## src/rtl/mbx_pkg.sv

```systemverilog
package mbx_pkg;
  localparam int unsigned WORD_W = 32;
  localparam int unsigned ADDR_W = 12;
  localparam int unsigned OFF_W  = 6;
  localparam int unsigned IDX_W  = ADDR_W - OFF_W;

  localparam logic [OFF_W-1:0] OFF_SRC   = 6'h00;
  localparam logic [OFF_W-1:0] OFF_DST   = 6'h04;
  localparam logic [OFF_W-1:0] OFF_DCLR  = 6'h08;
  localparam logic [OFF_W-1:0] OFF_DSTAT = 6'h0C;
  localparam logic [OFF_W-1:0] OFF_MODE  = 6'h10;
  localparam logic [OFF_W-1:0] OFF_MASK  = 6'h14;
  localparam logic [OFF_W-1:0] OFF_ICLR  = 6'h18;
  localparam logic [OFF_W-1:0] OFF_SEND  = 6'h1C;
  localparam logic [OFF_W-1:0] OFF_DATA  = 6'h20;

  localparam logic [ADDR_W-1:0] LOCK_ADDR = 12'hA00;
  localparam logic [WORD_W-1:0] LOCK_KEY  = 32'h1ACC_E551;

  typedef enum logic [1:0] {
    ST_IDLE  = 2'd0,
    ST_READY = 2'd1,
    ST_SENT  = 2'd2,
    ST_ACK   = 2'd3
  } mbx_state_e;
endpackage

```

## src/rtl/mbx_decode.sv

```systemverilog
module mbx_decode
  import mbx_pkg::*;
#(
  parameter int unsigned NCH = 4
) (
  input  logic [ADDR_W-1:0] addr,
  output logic [IDX_W-1:0]  ch_idx,
  output logic [OFF_W-1:0]  ch_off,
  output logic              ch_hit,
  output logic              lock_hit
);
  localparam logic [IDX_W-1:0] LAST_IDX = IDX_W'(NCH);

  assign ch_idx   = addr[ADDR_W-1:OFF_W];
  assign ch_off   = addr[OFF_W-1:0];
  assign ch_hit   = (ch_idx < LAST_IDX);
  assign lock_hit = (addr == LOCK_ADDR);
endmodule

```

## src/rtl/mbx_lock.sv

```systemverilog
module mbx_lock
  import mbx_pkg::*;
(
  input  logic              clk,
  input  logic              rst_n,
  input  logic              wr_en,
  input  logic [WORD_W-1:0] wdata,
  output logic              locked
);
  always_ff @(posedge clk or negedge rst_n) begin
    if (!rst_n)     locked <= 1'b1;
    else if (wr_en) locked <= (wdata != LOCK_KEY);
  end

  a_r2_key_unlocks: assert property (@(posedge clk) disable iff (!rst_n)
    (wr_en && wdata == LOCK_KEY) |=> !locked);
  a_r2_other_relocks: assert property (@(posedge clk) disable iff (!rst_n)
    (wr_en && wdata != LOCK_KEY) |=> locked);
endmodule

```

## src/rtl/mbx_channel.sv

```systemverilog
module mbx_channel
  import mbx_pkg::*;
#(
  parameter int unsigned MSG_WORDS = 8
) (
  input  logic              clk,
  input  logic              rst_n,
  input  logic              wr_en,
  input  logic [OFF_W-1:0]  off,
  input  logic [WORD_W-1:0] wdata,
  input  logic              locked,
  output logic [WORD_W-1:0] rdata,
  output logic [WORD_W-1:0] irq_o
);
  localparam int unsigned MW_IDX = (MSG_WORDS > 1) ? $clog2(MSG_WORDS) : 1;

  mbx_state_e        st_q, st_n;
  logic [WORD_W-1:0] src_q, src_n, dst_q, dst_n, mask_q, mask_n;
  logic [WORD_W-1:0] pend_q, pend_n, ack_q, ack_n;
  logic              auto_q, auto_n;
  logic [WORD_W-1:0] data_q [MSG_WORDS];

  logic              cfg_ok, data_sel;
  logic [MW_IDX-1:0] word_idx;

  assign cfg_ok   = wr_en && !locked;
  assign word_idx = off[2 +: MW_IDX];
  assign data_sel = (off >= OFF_DATA) && (off[1:0] == 2'b00)
                    && (32'(word_idx) < MSG_WORDS)
                    && ((off - OFF_DATA) >> 2) == OFF_W'(word_idx);

  always_comb begin
    st_n = st_q; src_n = src_q; dst_n = dst_q; mask_n = mask_q;
    pend_n = pend_q; ack_n = ack_q; auto_n = auto_q;
    if (cfg_ok) begin
      unique case (off)
        OFF_SRC: begin
          if (st_q == ST_IDLE && $onehot(wdata)) begin
            src_n = wdata; st_n = ST_READY;
          end else if (st_q == ST_READY && wdata == '0) begin
            src_n = '0; dst_n = '0; auto_n = 1'b0; st_n = ST_IDLE;
          end
        end
        OFF_DST:  if (st_q == ST_READY) dst_n  = wdata;
        OFF_MODE: if (st_q == ST_READY) auto_n = wdata[0];
        OFF_MASK: if (st_q == ST_READY) mask_n = wdata;
        OFF_SEND: if (st_q == ST_READY && wdata == src_q) begin
          pend_n = dst_q & ~mask_q; st_n = ST_SENT;
        end
        default: ;
      endcase
    end
    if (wr_en && off == OFF_DCLR) pend_n = pend_q & ~wdata;
    if (wr_en && off == OFF_ICLR && st_q == ST_ACK && (wdata & src_q) != '0) begin
      ack_n = '0; st_n = ST_READY;
    end
    if (st_n == ST_SENT && pend_n == '0) begin
      if (auto_n) begin st_n = ST_ACK; ack_n = src_n; end
      else        st_n = ST_READY;
    end
  end

  always_ff @(posedge clk or negedge rst_n) begin
    if (!rst_n) begin
      st_q <= ST_IDLE; src_q <= '0; dst_q <= '0; mask_q <= '0;
      pend_q <= '0; ack_q <= '0; auto_q <= 1'b0;
    end else begin
      st_q <= st_n; src_q <= src_n; dst_q <= dst_n; mask_q <= mask_n;
      pend_q <= pend_n; ack_q <= ack_n; auto_q <= auto_n;
    end
  end

  always_ff @(posedge clk or negedge rst_n) begin
    if (!rst_n) begin
      for (int i = 0; i < MSG_WORDS; i++) data_q[i] <= '0;
    end else if (cfg_ok && st_q == ST_READY && data_sel) begin
      data_q[word_idx] <= wdata;
    end
  end

  always_comb begin
    rdata = '0;
    unique case (off)
      OFF_SRC:   rdata = src_q;
      OFF_DST:   rdata = dst_q;
      OFF_DSTAT: rdata = pend_q;
      OFF_MODE:  rdata = {24'd0, st_q == ST_ACK, 1'b0, st_q == ST_READY,
                          st_q == ST_IDLE, 3'd0, auto_q};
      OFF_MASK:  rdata = mask_q;
      default:   if (data_sel) rdata = data_q[word_idx];
    endcase
  end

  assign irq_o = pend_q | ack_q;

  a_r3_locked_no_config: assert property (@(posedge clk) disable iff (!rst_n)
    (wr_en && locked) |=> ($stable(src_q) && $stable(dst_q) && $stable(mask_q)
                           && $stable(auto_q)));
  a_r4_owner_onehot: assert property (@(posedge clk) disable iff (!rst_n)
    $onehot0(src_q));
  a_r7_pend_only_sent: assert property (@(posedge clk) disable iff (!rst_n)
    (st_q != ST_SENT) |-> (pend_q == '0));
  a_r7_pend_respects_mask: assert property (@(posedge clk) disable iff (!rst_n)
    (pend_q & mask_q) == '0);
  a_r8_ack_is_owner: assert property (@(posedge clk) disable iff (!rst_n)
    (st_q == ST_ACK) |-> (auto_q && ack_q == src_q));
  a_r10_idle_no_owner: assert property (@(posedge clk) disable iff (!rst_n)
    (st_q == ST_IDLE) |-> (src_q == '0 && dst_q == '0 && ack_q == '0));
endmodule

```

## src/rtl/ipc_mailbox.sv

```systemverilog
module ipc_mailbox
  import mbx_pkg::*;
#(
  parameter int unsigned NCH       = 4,
  parameter int unsigned MSG_WORDS = 8
) (
  input  logic              clk,
  input  logic              rst_n,
  input  logic              bus_en,
  input  logic              bus_we,
  input  logic [11:0]       bus_addr,
  input  logic [31:0]       bus_wdata,
  output logic [31:0]       bus_rdata,
  output logic [31:0]       irq_vec
);
  logic [IDX_W-1:0]  ch_idx;
  logic [OFF_W-1:0]  ch_off;
  logic              ch_hit, lock_hit, locked;
  logic [WORD_W-1:0] ch_rd  [NCH];
  logic [WORD_W-1:0] ch_irq [NCH];

  mbx_decode #(.NCH(NCH)) u_dec (
    .addr(bus_addr), .ch_idx(ch_idx), .ch_off(ch_off),
    .ch_hit(ch_hit), .lock_hit(lock_hit)
  );

  mbx_lock u_lock (
    .clk(clk), .rst_n(rst_n),
    .wr_en(bus_en && bus_we && lock_hit),
    .wdata(bus_wdata), .locked(locked)
  );

  for (genvar g = 0; g < NCH; g++) begin : g_ch
    mbx_channel #(.MSG_WORDS(MSG_WORDS)) u_ch (
      .clk(clk), .rst_n(rst_n),
      .wr_en(bus_en && bus_we && ch_hit && ch_idx == IDX_W'(g)),
      .off(ch_off), .wdata(bus_wdata), .locked(locked),
      .rdata(ch_rd[g]), .irq_o(ch_irq[g])
    );
  end

  always_comb begin
    bus_rdata = '0;
    if (lock_hit) bus_rdata = {31'd0, locked};
    else
      for (int i = 0; i < NCH; i++)
        if (ch_hit && ch_idx == IDX_W'(i)) bus_rdata = ch_rd[i];
  end

  always_comb begin
    irq_vec = '0;
    for (int i = 0; i < NCH; i++) irq_vec = irq_vec | ch_irq[i];
  end

  a_r1_reset_quiet: assert property (@(posedge clk) disable iff (!rst_n)
    $fell(locked) |-> $past(bus_en && bus_we && lock_hit));
  a_r12_out_of_range_zero: assert property (@(posedge clk) disable iff (!rst_n)
    (!ch_hit && !lock_hit) |-> (bus_rdata == '0));
endmodule

```

## config.mk

```make
export PLATFORM = sky130hd
export DESIGN_NAME = ipc_mailbox
export DESIGN_NICKNAME = d
export VERILOG_FILES = /design/src/rtl/mbx_pkg.sv /design/src/rtl/mbx_decode.sv /design/src/rtl/mbx_lock.sv /design/src/rtl/mbx_channel.sv /design/src/rtl/ipc_mailbox.sv
export SDC_FILE = /design/constraint.sdc
export NUM_CORES = 2
export LEC_CHECK = 0
export ABC_CLOCK_PERIOD_IN_PS = 6500
export BUFFER_PORTS_ARGS = -buffer_cell sky130_fd_sc_hd__buf_2
export CAP_MARGIN = 20
export CORE_MARGIN = 1.5
export CORE_UTILIZATION = 60
export CTS_BUF_LIST = sky130_fd_sc_hd__clkbuf_8
export CTS_CLUSTER_DIAMETER = 120
export DETAILED_ROUTE_END_ITERATION = 12
export PLACE_DENSITY = 0.85
export SYNTH_ARGS = -nofsm -noshare
export SYNTH_HDL_FRONTEND = slang
export SYNTH_SLANG_ARGS = --single-unit
```

## constraint.sdc

```tcl
create_clock -name clk -period 6.5 [get_ports clk]
set_clock_uncertainty 0.2 [all_clocks]
set_input_delay 0.325 -clock clk [delete_from_list [all_inputs] [get_ports clk]]
set_output_delay 0.325 -clock clk [all_outputs]
set_load 0.01 [all_outputs]
```

==> flow_metrics.py <==
metrics = {
    "detailed_routing": {
        "via_count": 66116,
        "antenna_left": 0,
        "drc_errors": 0,
        "vias_per_cell": 7.14,
        "first_pass_iters": 9,
        "drt_iter0_drc": 10090,
        "drt-total-wl_um": 330000,
        "wire_per_inst_um": 35.6,
    },
    "sta": {
        "max_freq_mhz": 160,
        "post-route-period-util": 0.962,
        "period_minus_slack_ns": 6.25,
        "final.setup.worst_slack_ns": 0.246,
        "relSlewSlack": -0.0469,
        "rsz0062_at_grt": "false",
        "hold-worst-slack_ns": 0.138,
        "tightestPinTransition_ns": 1.57,
        "slew_viol_final": 2,
        "finalHoldViolCount": 0,
        "setup_violations": 0,
    },
    "placement": {
        "dpl.hpwl_um": 221000,
        "dpl-instance-area_sq_um": 85300,
        "routabilityCongestion": 1.10,
        "placement.setup.worst_slack_ns": -0.219,
        "placement.io_buffers": 111,
    },
    "run_status": {
        "status": "finished, violations left",
        "violations": "slew limit",
    },
    "setup_path": {
        "worstPathArrival_ns": 6.93,
        "r2r_cells": 14,
        "critPathKind": "primary input to register",
        "critPathMaxFanout": 23,
        "cp-start-kind": "primary input",
        "worst_setup_path_end_kind": "register",
        "crit_required_ns": 7.17,
    },
    "logic_synthesis": {
        "ys_ff_latch": 1677,
        "synth_area_sq_um": 81200,
        "synth_flop_cell": "dfrtp_1",
        "synth_fp_nets": 7329,
        "ys_seq_area_frac": 0.517,
        "postSynthCellCount": 7078,
        "yosys_warnings": 0,
        "avgSynthCellArea_sq_um": 11.5,
        "async_flop_share": 1.00,
        "synth_cell_types": 76,
        "synth_edf_count": 0,
    },
    "global_routing": {
        "grt_overflow_total": 0,
        "track_usage": 0.482,
        "grt_pass1_vias": 65978,
        "grt_max_degree": 188,
        "antenna_found_initial": 36,
        "grt_pass1_wl_um": 469000,
    },
    "floorplan": {
        "initial_core_util": 0.606,
        "core_area_sq_um": 134000,
        "ioPinCount": 112,
        "die-area_sq_um": 138000,
        "rows": 134,
        "die_y_um": 371,
        "die_x_um": 371,
    },
    "clock_network": {
        "cts_tree": "done",
        "cts_sinks": 1677,
        "cts_made_buffers": 294,
        "clock_latency_ns": 1.09,
        "clk_pin_slew_ns": 0.06,
        "max-clock-path-buffers": 4,
        "cts_root_buffer": "clkbuf_8",
        "h-tree-depth": 5,
    },
    "layout": {
        "layout-drive-gt1-share": 0.257,
        "fin_area_sq_um": 91400,
        "layout_commonest_cell": "dfrtp_1",
        "synthToLayoutAreaGrowth_pct": 12.6,
        "fin_nets": 7542,
        "layout_common_cells": "dfrtp_1 (1676), nand2_1 (932), o21ai_0 (923)",
    },
    "power": {
        "power.density_nw_per_um2": 234,
        "ir_worst_vdd_uv": 184,
        "power_uw": 21400,
        "leakagePower_uw": 0.0433,
    },
    "flow_run": {
        "max_cap_viol_count": 0,
    },
    "hold_path": {
        "hold_depth": 6,
        "hp-class": "primary input to register",
    },
}
## stage by stage
step | setup TNS, ns | instances | utilization
after floorplan | -0.0598 | 7078 | -
after global placement | -17.64 | 8697 | 0.636
after detailed placement | -20.41 | 8705 | 0.637
after CTS | 0 | 9236 | 0.681
after global routing | 0 | 9248 | 0.682
final | 0 | 9256 | 0.682
## cell type report
| class | count | area [sq um] |
|---|---|---|
| diodes | 9 | 22.5 |
| clock buffers | 353 | 4860 |
| clock inverters | 131 | 609 |
| fillers | 9493 | 42500 |
| inverters | 85 | 325 |
| multi-input cells | 4719 | 37100 |
| flip-flops and latches | 1677 | 42000 |
| well taps | 1768 | 2210 |
| repair buffers | 514 | 4330 |
## kinds of logic (layout without fill, tap and decap cells)
kind of cell / Yosys count / after routing / synth area share
XOR/XNOR: 2 / 2 / 0.000216
other: 0 / 9 / 0
AO/OA/AOI/OAI: 1465 / 1465 / 0.109
buffers and inverters: 682 / 1083 / 0.0318
multiplexers: 1256 / 1256 / 0.205
adder cells (fa/ha/maj): 203 / 203 / 0.0337
AND/OR/NAND/NOR: 1793 / 1793 / 0.104
flip-flops: 1677 / 1677 / 0.517
## layer usage
layer | wire (um) | part of all wire | global-route usage
met5 | 180 | 0.00055 | 0.00769
met4 | 26000 | 0.079 | 0.321
met3 | 51300 | 0.16 | 0.208
met2 | 135000 | 0.41 | 0.657
met1 | 118000 | 0.36 | 0.623
## final timing paths
kind	startpoint	slack [ns]	endpoint
worst max-delay path	bus_wdata[2]	0.25	g_ch[3].u_ch.ack_q[4]$_DFF_PN0_
max in group asynchronous	rst_n	4.52	g_ch[2].u_ch.data_q[168]$_DFFE_PN0P_
worst min-delay path	bus_addr[1]	0.14	g_ch[2].u_ch.pend_q[12]$_DFF_PN0_
min in group asynchronous	rst_n	0.49	g_ch[2].u_ch.dst_q[1]$_DFFE_PN0P_
worst min register to register	g_ch[0].u_ch.data_q[250]$_DFFE_PN0P_	0.27	g_ch[0].u_ch.data_q[250]$_DFFE_PN0P_
worst max register to register	g_ch[0].u_ch.src_q[1]$_DFF_PN0_	1.14	g_ch[0].u_ch.ack_q[15]$_DFF_PN0_
## flip-flops by register name (all words and copies together) (netlist names)
signal / cells
g_ch.u_ch.st_q: 8
u_lock.locked: 1
g_ch.u_ch.ack_q: 128
g_ch.u_ch.pend_q: 128
g_ch.u_ch.dst_q: 128
g_ch.u_ch.data_q: 1024
g_ch.u_ch.src_q: 128
g_ch.u_ch.auto_q: 4
g_ch.u_ch.mask_q: 128
## worst max-delay path, cell delays in order
cell and delay (ns):
dlygate4sd3_1 0.53, buf_2 0.14, ha_1 0.23, fa_1 0.54, inv_1 0.05, fa_1 0.58, fa_1 0.49, fa_1 0.59
fa_1 0.41, inv_1 0.07, ha_1 0.16, inv_1 0.06, fa_1 0.44, nor2b_1 0.15, a31oi_1 0.15, or3_4 0.21
o31ai_1 0.09, a211oi_1 0.24, or4b_1 0.47, nor4_2 0.26, nand3_2 0.17, buf_12 0.22, mux2_1 0.33
## cells in the mapped netlist (40+ instances only)
library cell / number / area (sq um)
a21oi_1: 95 / 475
a221oi_1: 77 / 674
a22o_1: 75 / 657
a22oi_1: 68 / 510
and2_1: 104 / 651
buf_1: 61 / 229
clkbuf_1: 518 / 1940
dfrtp_1: 1676 / 41900
ha_1: 177 / 2210
inv_1: 77 / 289
mux2_2: 658 / 7410
mux2i_1: 312 / 3120
mux4_2: 256 / 5770
nand2_1: 953 / 3580
nand2b_1: 85 / 532
nand3_1: 42 / 210
nand4_1: 52 / 325
nor2_1: 202 / 758
nor4_1: 155 / 970
o211ai_1: 40 / 300
o21ai_0: 925 / 4630
## power breakdown
part	total [uW]	leakage, uW	switching [uW]	internal [uW]
clock	9390	0.00319	4430	4960
combinational	1560	0.0167	1070	490
sequential	10500	0.0234	5.39	10400
total	21400	0.0433	5500	15900
## what timing repair did
item	CTS	global route
endpoints found under the hold margin	2016	0
buffers inserted	0	0
hold buffers	47	0
gates resized for setup	0	1
setup endpoints to repair	0	66
(Power assumes the default switching activity.)
